**config.mk**
```make
export PLATFORM = sky130hd
export DESIGN_NAME = fifo_burst_mover
export DESIGN_NICKNAME = d
export VERILOG_FILES = /design/src/rtl/fbm_pkg.sv /design/src/rtl/fbm_gate.sv /design/src/rtl/fbm_seq.sv /design/src/rtl/fbm_pipe.sv /design/src/rtl/fifo_burst_mover.sv
export SDC_FILE = /design/constraint.sdc
export NUM_CORES = 1
export LEC_CHECK = 0
export ABC_AREA = 1
export BUFFER_PORTS_ARGS = -buffer_cell sky130_fd_sc_hd__buf_2
export CELL_PAD_IN_SITES_DETAIL_PLACEMENT = 1
export CELL_PAD_IN_SITES_GLOBAL_PLACEMENT = 1
export CORE_AREA = 2 2 429 431
export DETAILED_ROUTE_END_ITERATION = 16
export DIE_AREA = 0 0 431 433
export PLACE_DENSITY = 0.32
export REMOVE_ABC_BUFFERS = 1
export SKIP_CTS_REPAIR_TIMING = 1
export SYNTH_ARGS = -nofsm -noshare
export SYNTH_HDL_FRONTEND = slang
export SYNTH_SLANG_ARGS = --single-unit
```
**constraint.sdc**
```tcl
create_clock -name clk -period 2.2 [get_ports clk]
set_clock_uncertainty 0.15 [all_clocks]
set_input_delay 0.44 -clock clk [delete_from_list [all_inputs] [get_ports clk]]
set_output_delay 0.44 -clock clk [all_outputs]
set_load 0.02 [all_outputs]
```
**src/rtl/fbm_pkg.sv**
```systemverilog
package fbm_pkg;

    typedef enum logic [1:0] {
        ST_IDLE = 2'd0,
        ST_GATE = 2'd1,
        ST_RUN  = 2'd2,
        ST_FIN  = 2'd3
    } mover_st_e;

    typedef enum logic {
        SIDE_TX = 1'b0,
        SIDE_RX = 1'b1
    } side_e;

    typedef struct packed {
        logic  en;
        logic  done;
        logic  busy;
        side_e side;
    } mover_ctrl_t;

    function automatic int beat_bits(input int beats);
        return (beats > 1) ? $clog2(beats) : 1;
    endfunction

endpackage

```
**src/rtl/fbm_gate.sv**
```systemverilog
module fbm_gate
    import fbm_pkg::*;
#(
    parameter int CNT_W = 16,
    parameter int LVL_W = 16,
    parameter int BURST = 16
) (
    input  side_e              side,
    input  logic [CNT_W-1:0]   tx_cnt,
    input  logic [CNT_W-1:0]   rx_cnt,
    input  logic [LVL_W-1:0]   buf_level,
    output logic               go
);
    localparam int RD_SHIFT = beat_bits(BURST) + 1;
    localparam logic [CNT_W-1:0] TX_MIN   = CNT_W'(BURST);
    localparam logic [CNT_W-1:0] RX_BLOCK = {{(CNT_W-RD_SHIFT){1'b1}}, {RD_SHIFT{1'b0}}};
    localparam logic [LVL_W-1:0] BUF_MIN  = LVL_W'(BURST);

    logic tx_ok, rx_ok;

    // at least one full burst stored in the transmit FIFO
    assign tx_ok = (tx_cnt >= TX_MIN);
    // receive count below the all-ones upper field and a burst buffered
    assign rx_ok = (rx_cnt < RX_BLOCK) && (buf_level >= BUF_MIN);

    always_comb begin
        if (side == SIDE_TX) go = tx_ok;
        else                 go = rx_ok;
    end

endmodule

```
**src/rtl/fbm_seq.sv**
```systemverilog
module fbm_seq
    import fbm_pkg::*;
#(
    parameter int BURST = 16,
    parameter int LEN_W = 32
) (
    input  logic              clk,
    input  logic              rst,
    input  logic              start,
    input  side_e             side_in,
    input  logic [LEN_W-1:0]  len,
    input  logic              go,
    output mover_ctrl_t       ctrl
);
    localparam int BEAT_W = beat_bits(BURST);
    localparam logic [BEAT_W-1:0] LAST_BEAT = BEAT_W'(BURST - 1);

    mover_st_e         st;
    logic [BEAT_W-1:0] beat;
    logic [LEN_W-1:0]  sec;
    logic [LEN_W-1:0]  len_q;
    side_e             side_q;

    always_ff @(posedge clk) begin
        if (rst) begin
            st     <= ST_IDLE;
            beat   <= '0;
            sec    <= '0;
            len_q  <= '0;
            side_q <= SIDE_TX;
        end else begin
            unique case (st)
                ST_IDLE: if (start) begin
                    side_q <= side_in;
                    len_q  <= len;
                    sec    <= '0;
                    st     <= (len == '0) ? ST_FIN : ST_GATE;
                end
                ST_GATE: if (go) begin
                    beat <= '0;
                    st   <= ST_RUN;
                end
                ST_RUN: begin
                    beat <= beat + BEAT_W'(1);
                    if (beat == LAST_BEAT) begin
                        sec <= sec + LEN_W'(1);
                        st  <= (sec + LEN_W'(1) == len_q) ? ST_FIN : ST_GATE;
                    end
                end
                ST_FIN: st <= ST_IDLE;
                default: st <= ST_IDLE;
            endcase
        end
    end

    assign ctrl.en   = (st == ST_RUN);
    assign ctrl.done = (st == ST_FIN);
    assign ctrl.busy = (st != ST_IDLE);
    assign ctrl.side = side_q;

    AST_RUN_UNBROKEN: assert property (@(posedge clk) disable iff (rst)
        (ctrl.en && beat != LAST_BEAT) |=> ctrl.en);
    AST_HOLD_WITHOUT_GO: assert property (@(posedge clk) disable iff (rst)
        (st == ST_GATE && !go) |=> !ctrl.en);
    AST_DONE_SINGLE: assert property (@(posedge clk) disable iff (rst)
        ctrl.done |=> (!ctrl.done && !ctrl.busy));
    AST_ZERO_LEN: assert property (@(posedge clk) disable iff (rst)
        (!ctrl.busy && start && len == '0) |=> ctrl.done);
    AST_SIDE_KEPT: assert property (@(posedge clk) disable iff (rst)
        (ctrl.busy && !ctrl.done && $past(ctrl.busy)) |-> $stable(ctrl.side));

endmodule

```
**src/rtl/fbm_pipe.sv**
```systemverilog
module fbm_pipe #(
    parameter int DATA_W = 256
) (
    input  logic              clk,
    input  logic              rst,
    input  logic              rd_en,
    input  logic [DATA_W-1:0] rd_data,
    output logic              out_vld,
    output logic [DATA_W-1:0] out_data
);
    // source data arrives one cycle after its enable; mark that cycle valid
    always_ff @(posedge clk) begin
        if (rst) out_vld <= 1'b0;
        else     out_vld <= rd_en;
    end

    assign out_data = rd_data;

endmodule

```
**src/rtl/fifo_burst_mover.sv**
```systemverilog
module fifo_burst_mover
    import fbm_pkg::*;
#(
    parameter int DATA_W = 256,
    parameter int CNT_W  = 16,
    parameter int LVL_W  = 16,
    parameter int LEN_W  = 32,
    parameter int BURST  = 16
) (
    input  logic              clk,
    input  logic              rst,
    input  logic              start,
    input  logic              dir,
    input  logic [LEN_W-1:0]  len,
    output logic              busy,
    output logic              done,
    input  logic [CNT_W-1:0]  tx_cnt,
    input  logic              tx_empty,
    output logic              tx_rd_en,
    input  logic [DATA_W-1:0] tx_rd_data,
    output logic              wr_out_valid,
    output logic [DATA_W-1:0] wr_out_data,
    input  logic [LVL_W-1:0]  buf_level,
    output logic              buf_rd_en,
    input  logic [DATA_W-1:0] buf_rd_data,
    input  logic [CNT_W-1:0]  rx_cnt,
    output logic              rx_wr_en,
    output logic [DATA_W-1:0] rx_wr_data
);
    localparam int TX_SHIFT = beat_bits(BURST);
    localparam int RX_SHIFT = TX_SHIFT + 1;

    mover_ctrl_t ctrl;
    logic        go;
    side_e       side_in;

    assign side_in = side_e'(dir);

    fbm_gate #(.CNT_W(CNT_W), .LVL_W(LVL_W), .BURST(BURST)) u_gate (
        .side      (ctrl.side),
        .tx_cnt    (tx_cnt),
        .rx_cnt    (rx_cnt),
        .buf_level (buf_level),
        .go        (go)
    );

    fbm_seq #(.BURST(BURST), .LEN_W(LEN_W)) u_seq (
        .clk     (clk),
        .rst     (rst),
        .start   (start),
        .side_in (side_in),
        .len     (len),
        .go      (go),
        .ctrl    (ctrl)
    );

    assign tx_rd_en  = ctrl.en && (ctrl.side == SIDE_TX);
    assign buf_rd_en = ctrl.en && (ctrl.side == SIDE_RX);
    assign busy      = ctrl.busy;
    assign done      = ctrl.done;

    fbm_pipe #(.DATA_W(DATA_W)) u_tx_pipe (
        .clk      (clk),
        .rst      (rst),
        .rd_en    (tx_rd_en),
        .rd_data  (tx_rd_data),
        .out_vld  (wr_out_valid),
        .out_data (wr_out_data)
    );

    fbm_pipe #(.DATA_W(DATA_W)) u_rx_pipe (
        .clk      (clk),
        .rst      (rst),
        .rd_en    (buf_rd_en),
        .rd_data  (buf_rd_data),
        .out_vld  (rx_wr_en),
        .out_data (rx_wr_data)
    );

    AST_ONE_SIDE: assert property (@(posedge clk) disable iff (rst)
        !(tx_rd_en && buf_rd_en));
    AST_RX_GATE: assert property (@(posedge clk) disable iff (rst)
        (busy && !done && !tx_rd_en && !buf_rd_en && (&rx_cnt[CNT_W-1:RX_SHIFT]))
        |=> !buf_rd_en);
    AST_TX_GATE: assert property (@(posedge clk) disable iff (rst)
        (busy && !done && !tx_rd_en && !buf_rd_en && !(|tx_cnt[CNT_W-1:TX_SHIFT]))
        |=> !tx_rd_en);
    AST_EMPTY_IGNORED: assert property (@(posedge clk) disable iff (rst)
        (busy && !done && !tx_rd_en && !buf_rd_en && ctrl.side == SIDE_TX
         && tx_empty && (|tx_cnt[CNT_W-1:TX_SHIFT])) |=> tx_rd_en);
    AST_RX_FOLLOWS: assert property (@(posedge clk) disable iff (rst)
        rx_wr_en |-> $past(buf_rd_en));

endmodule

```
==> impl_metrics.json <==
{
  "path_buf_inv": 2,
  "outcome": "finished with violations",
  "syn2layout_area_growth_pct": 11.9,
  "max_freq_mhz": 440,
  "dpl_cell_area_um2": 8800,
  "synthTopCellsByArea": "buf_4, dfxtp_1, nand2_1",
  "synth_top_area_share_pct": 46.1,
  "place.gp.congestion": 1.03,
  "layout.nets": 1545,
  "die_width_um": 431,
  "fp.dieArea_um2": 187000,
  "dp_hpwl_um": 159000,
  "synth_async_sr_flop_share_pct": 0,
  "startpoint_type": "flip-flop",
  "root_buffer": "clkbuf_16",
  "regToRegStartpoint": "u_seq.sec[1]$_SDFFE_PP0P_",
  "rows": 157,
  "postSynthAreaPerCell_um2": 6.65,
  "die_h_um": 433,
  "hold_viol": 0,
  "clk_latency_ns": 0.37,
  "yosysTopAreaCell": "buf_4",
  "ys_ff_latch": 73,
  "tightest_slew_ns": 0.661,
  "rsz0062_at_grt": "yes",
  "path_delay_family": "simple AND/OR/NAND/NOR gates",
  "num_vias": 7546,
  "hp-class": "in -> reg",
  "grt_usage_pct": 18.6,
  "wl_per_cell_um": 54.2,
  "critPathCaptureType": "flip-flop",
  "p_leak_nw": 2.97,
  "grt_max_degree": 60,
  "crit_required_ns": 2.35,
  "place_ws_ns": -0.303,
  "antenna_found_initial": 6,
  "cts.htree.levels": 3,
  "drtIter0Drc": 703,
  "drive_gt1_share_pct": 31.9,
  "cp-startpoint": "u_seq.sec[1]$_SDFFE_PP0P_",
  "grt_pass1_vias": 6731,
  "diodes": 0,
  "cts_tree": "built",
  "ys_types": 30,
  "finalInstanceArea_um2": 9330,
  "critPathMaxStageDelay_ns": 0.35,
  "setup_slack_ns": -0.0745,
  "crit_arrival_ns": 2.43,
  "violations": "negative setup slack",
  "ff2ff_path_depth": 14,
  "crit_cells": 14,
  "path_max_fanout": 6,
  "cts_made_buffers": 9,
  "grt-ovfl-total": 0,
  "holdPathStages": 3,
  "io_pins": 1115,
  "criticalPathCategory": "reg -> reg",
  "power_density_nw_per_um2": 407,
  "mostFrequentLayoutCells": "nand2_1, buf_4, inv_1",
  "min_period_over_period_pct": 103,
  "path_cells": "ha_4, nand2_4, nor2_4, nand2_4, nor2_4, nand3_2, nand3_1, nand2_1, inv_1, nand3_1, nor2_4, buf_6, nand3_4, a21oi_2",
  "initial_utilization_pct": 4.58,
  "clock-sinks": 73,
  "cp_slowest_cell": "dfxtp_2",
  "ant_nets": 0,
  "fin_crit_ns": 2.27,
  "synth_edf_count": 0,
  "yosysWarningCount": 0,
  "min-delay-start": "len[18]",
  "timing.final.max_slew_violations": 0,
  "final_common_cell": "nand2_1",
  "ys_dominant_reg_cell": "dfxtp_1",
  "grt_pass1_wl_um": 195000,
  "dr.pass1.iters": 4,
  "cap_viol_max_count": 0,
  "vdd_ir_drop_max_mv": 0.217,
  "ys_seq_area_share_pct": 17.5,
  "clkTransAtPathRegs_ns": 0.06,
  "r2r_slack_ns": -0.07,
  "synth_cells": 1253,
  "core_area_um2": 182000,
  "crit_top_cell": "nor2_4",
  "portBuffers": 76,
  "clockBufferDepth": 2,
  "setup_viol": 3,
  "drc_errors": 0,
  "relSlewSlack_pct": 55.4,
  "viasPerCell": 2.26,
  "routed_wl_um": 181000,
  "syn_area_um2": 8340
}
-- report_power, final --
group / total, mW / switching (mW) / internal [mW]
clock network: 1.50 / 0.678 / 0.823
logic: 0.812 / 0.529 / 0.284
registers: 1.48 / 0.0615 / 1.42
-- state kept, by name, indices dropped and copies added (netlist names) --
name	cells
u_rx_pipe.out_vld	1
u_seq.beat	4
u_seq.len_q	32
u_seq.sec	32
u_seq.side_q	1
u_seq.st	2
u_tx_pipe.out_vld	1
-- through the flow --
step           setup TNS (ns)  total power, mW  util [%]  cells  hold slack, ns
2_1_floorplan          -35.66             1.86         -    721           0.271
3_3_place_gp           -0.283             2.33      4.83   3313           0.315
3_5_place_dp           -0.303             2.32      4.83   3313           0.309
4_1_cts                -0.789             3.88      4.98   3329           0.203
5_1_grt                -0.684             4.04      5.12   3336           0.243
6_report               -0.152             3.80      5.12   3336           0.219
-- final timing paths --
path | endpoint
max | u_seq.st[1]$_SDFFE_PP0P_
min | u_seq.len_q[18]$_SDFFE_PP0P_
max reg2reg | u_seq.st[1]$_SDFFE_PP0P_
min reg2reg | u_tx_pipe.out_vld$_SDFF_PP0_
-- kinds of logic (layout without fill, tap and decap cells) --
kind of cell | count (synthesis) | count (layout) | synth area share, %
and+or+nand+nor | 459 | 460 | 24.4
buffers and inverters | 612 | 309 | 50.7
AOI/OAI and AO/OA | 104 | 104 | 6.53
xor gates and xnor gates | 3 | 3 | 0.495
DFF | 73 | 73 | 17.5
adders and majority gates | 2 | 2 | 0.300
-- worst min-delay path: stages --
cell and delay [ns]:
buf_2 0.09, o21ai_0 0.08, nor2_1 0.08
-- area by class of cell --
type | instances | area, um^2
Clock buffer | 13 | 260
Inverter | 80 | 300
Timing Repair Buffer | 213 | 1470
Fill cell | 21800 | 173000
Tap cell | 2385 | 2980
Multi-Input combinational cell | 569 | 2830
Sequential cell | 73 | 1470
Clock inverter | 3 | 15.0
-- synthesized netlist by cell type (7+ instances only) --
cell,instances
nand3b_1,7
clkbuf_1,13
nor2_2,8
nand2_1,242
buf_4,512
nand3_1,81
dfxtp_1,73
nand4_1,7
a21oi_1,60
nor4_1,11
nor2_1,77
nand2_2,12
inv_1,77
o21ai_0,37
-- metal layers --
layer  GRT usage [%]  share of wire (%)
met5            10.6                1.3
met4            2.02                1.1
met3            29.6                 32
met2            25.9                 40
met1            12.7                 26
(Power assumes the default switching activity.)
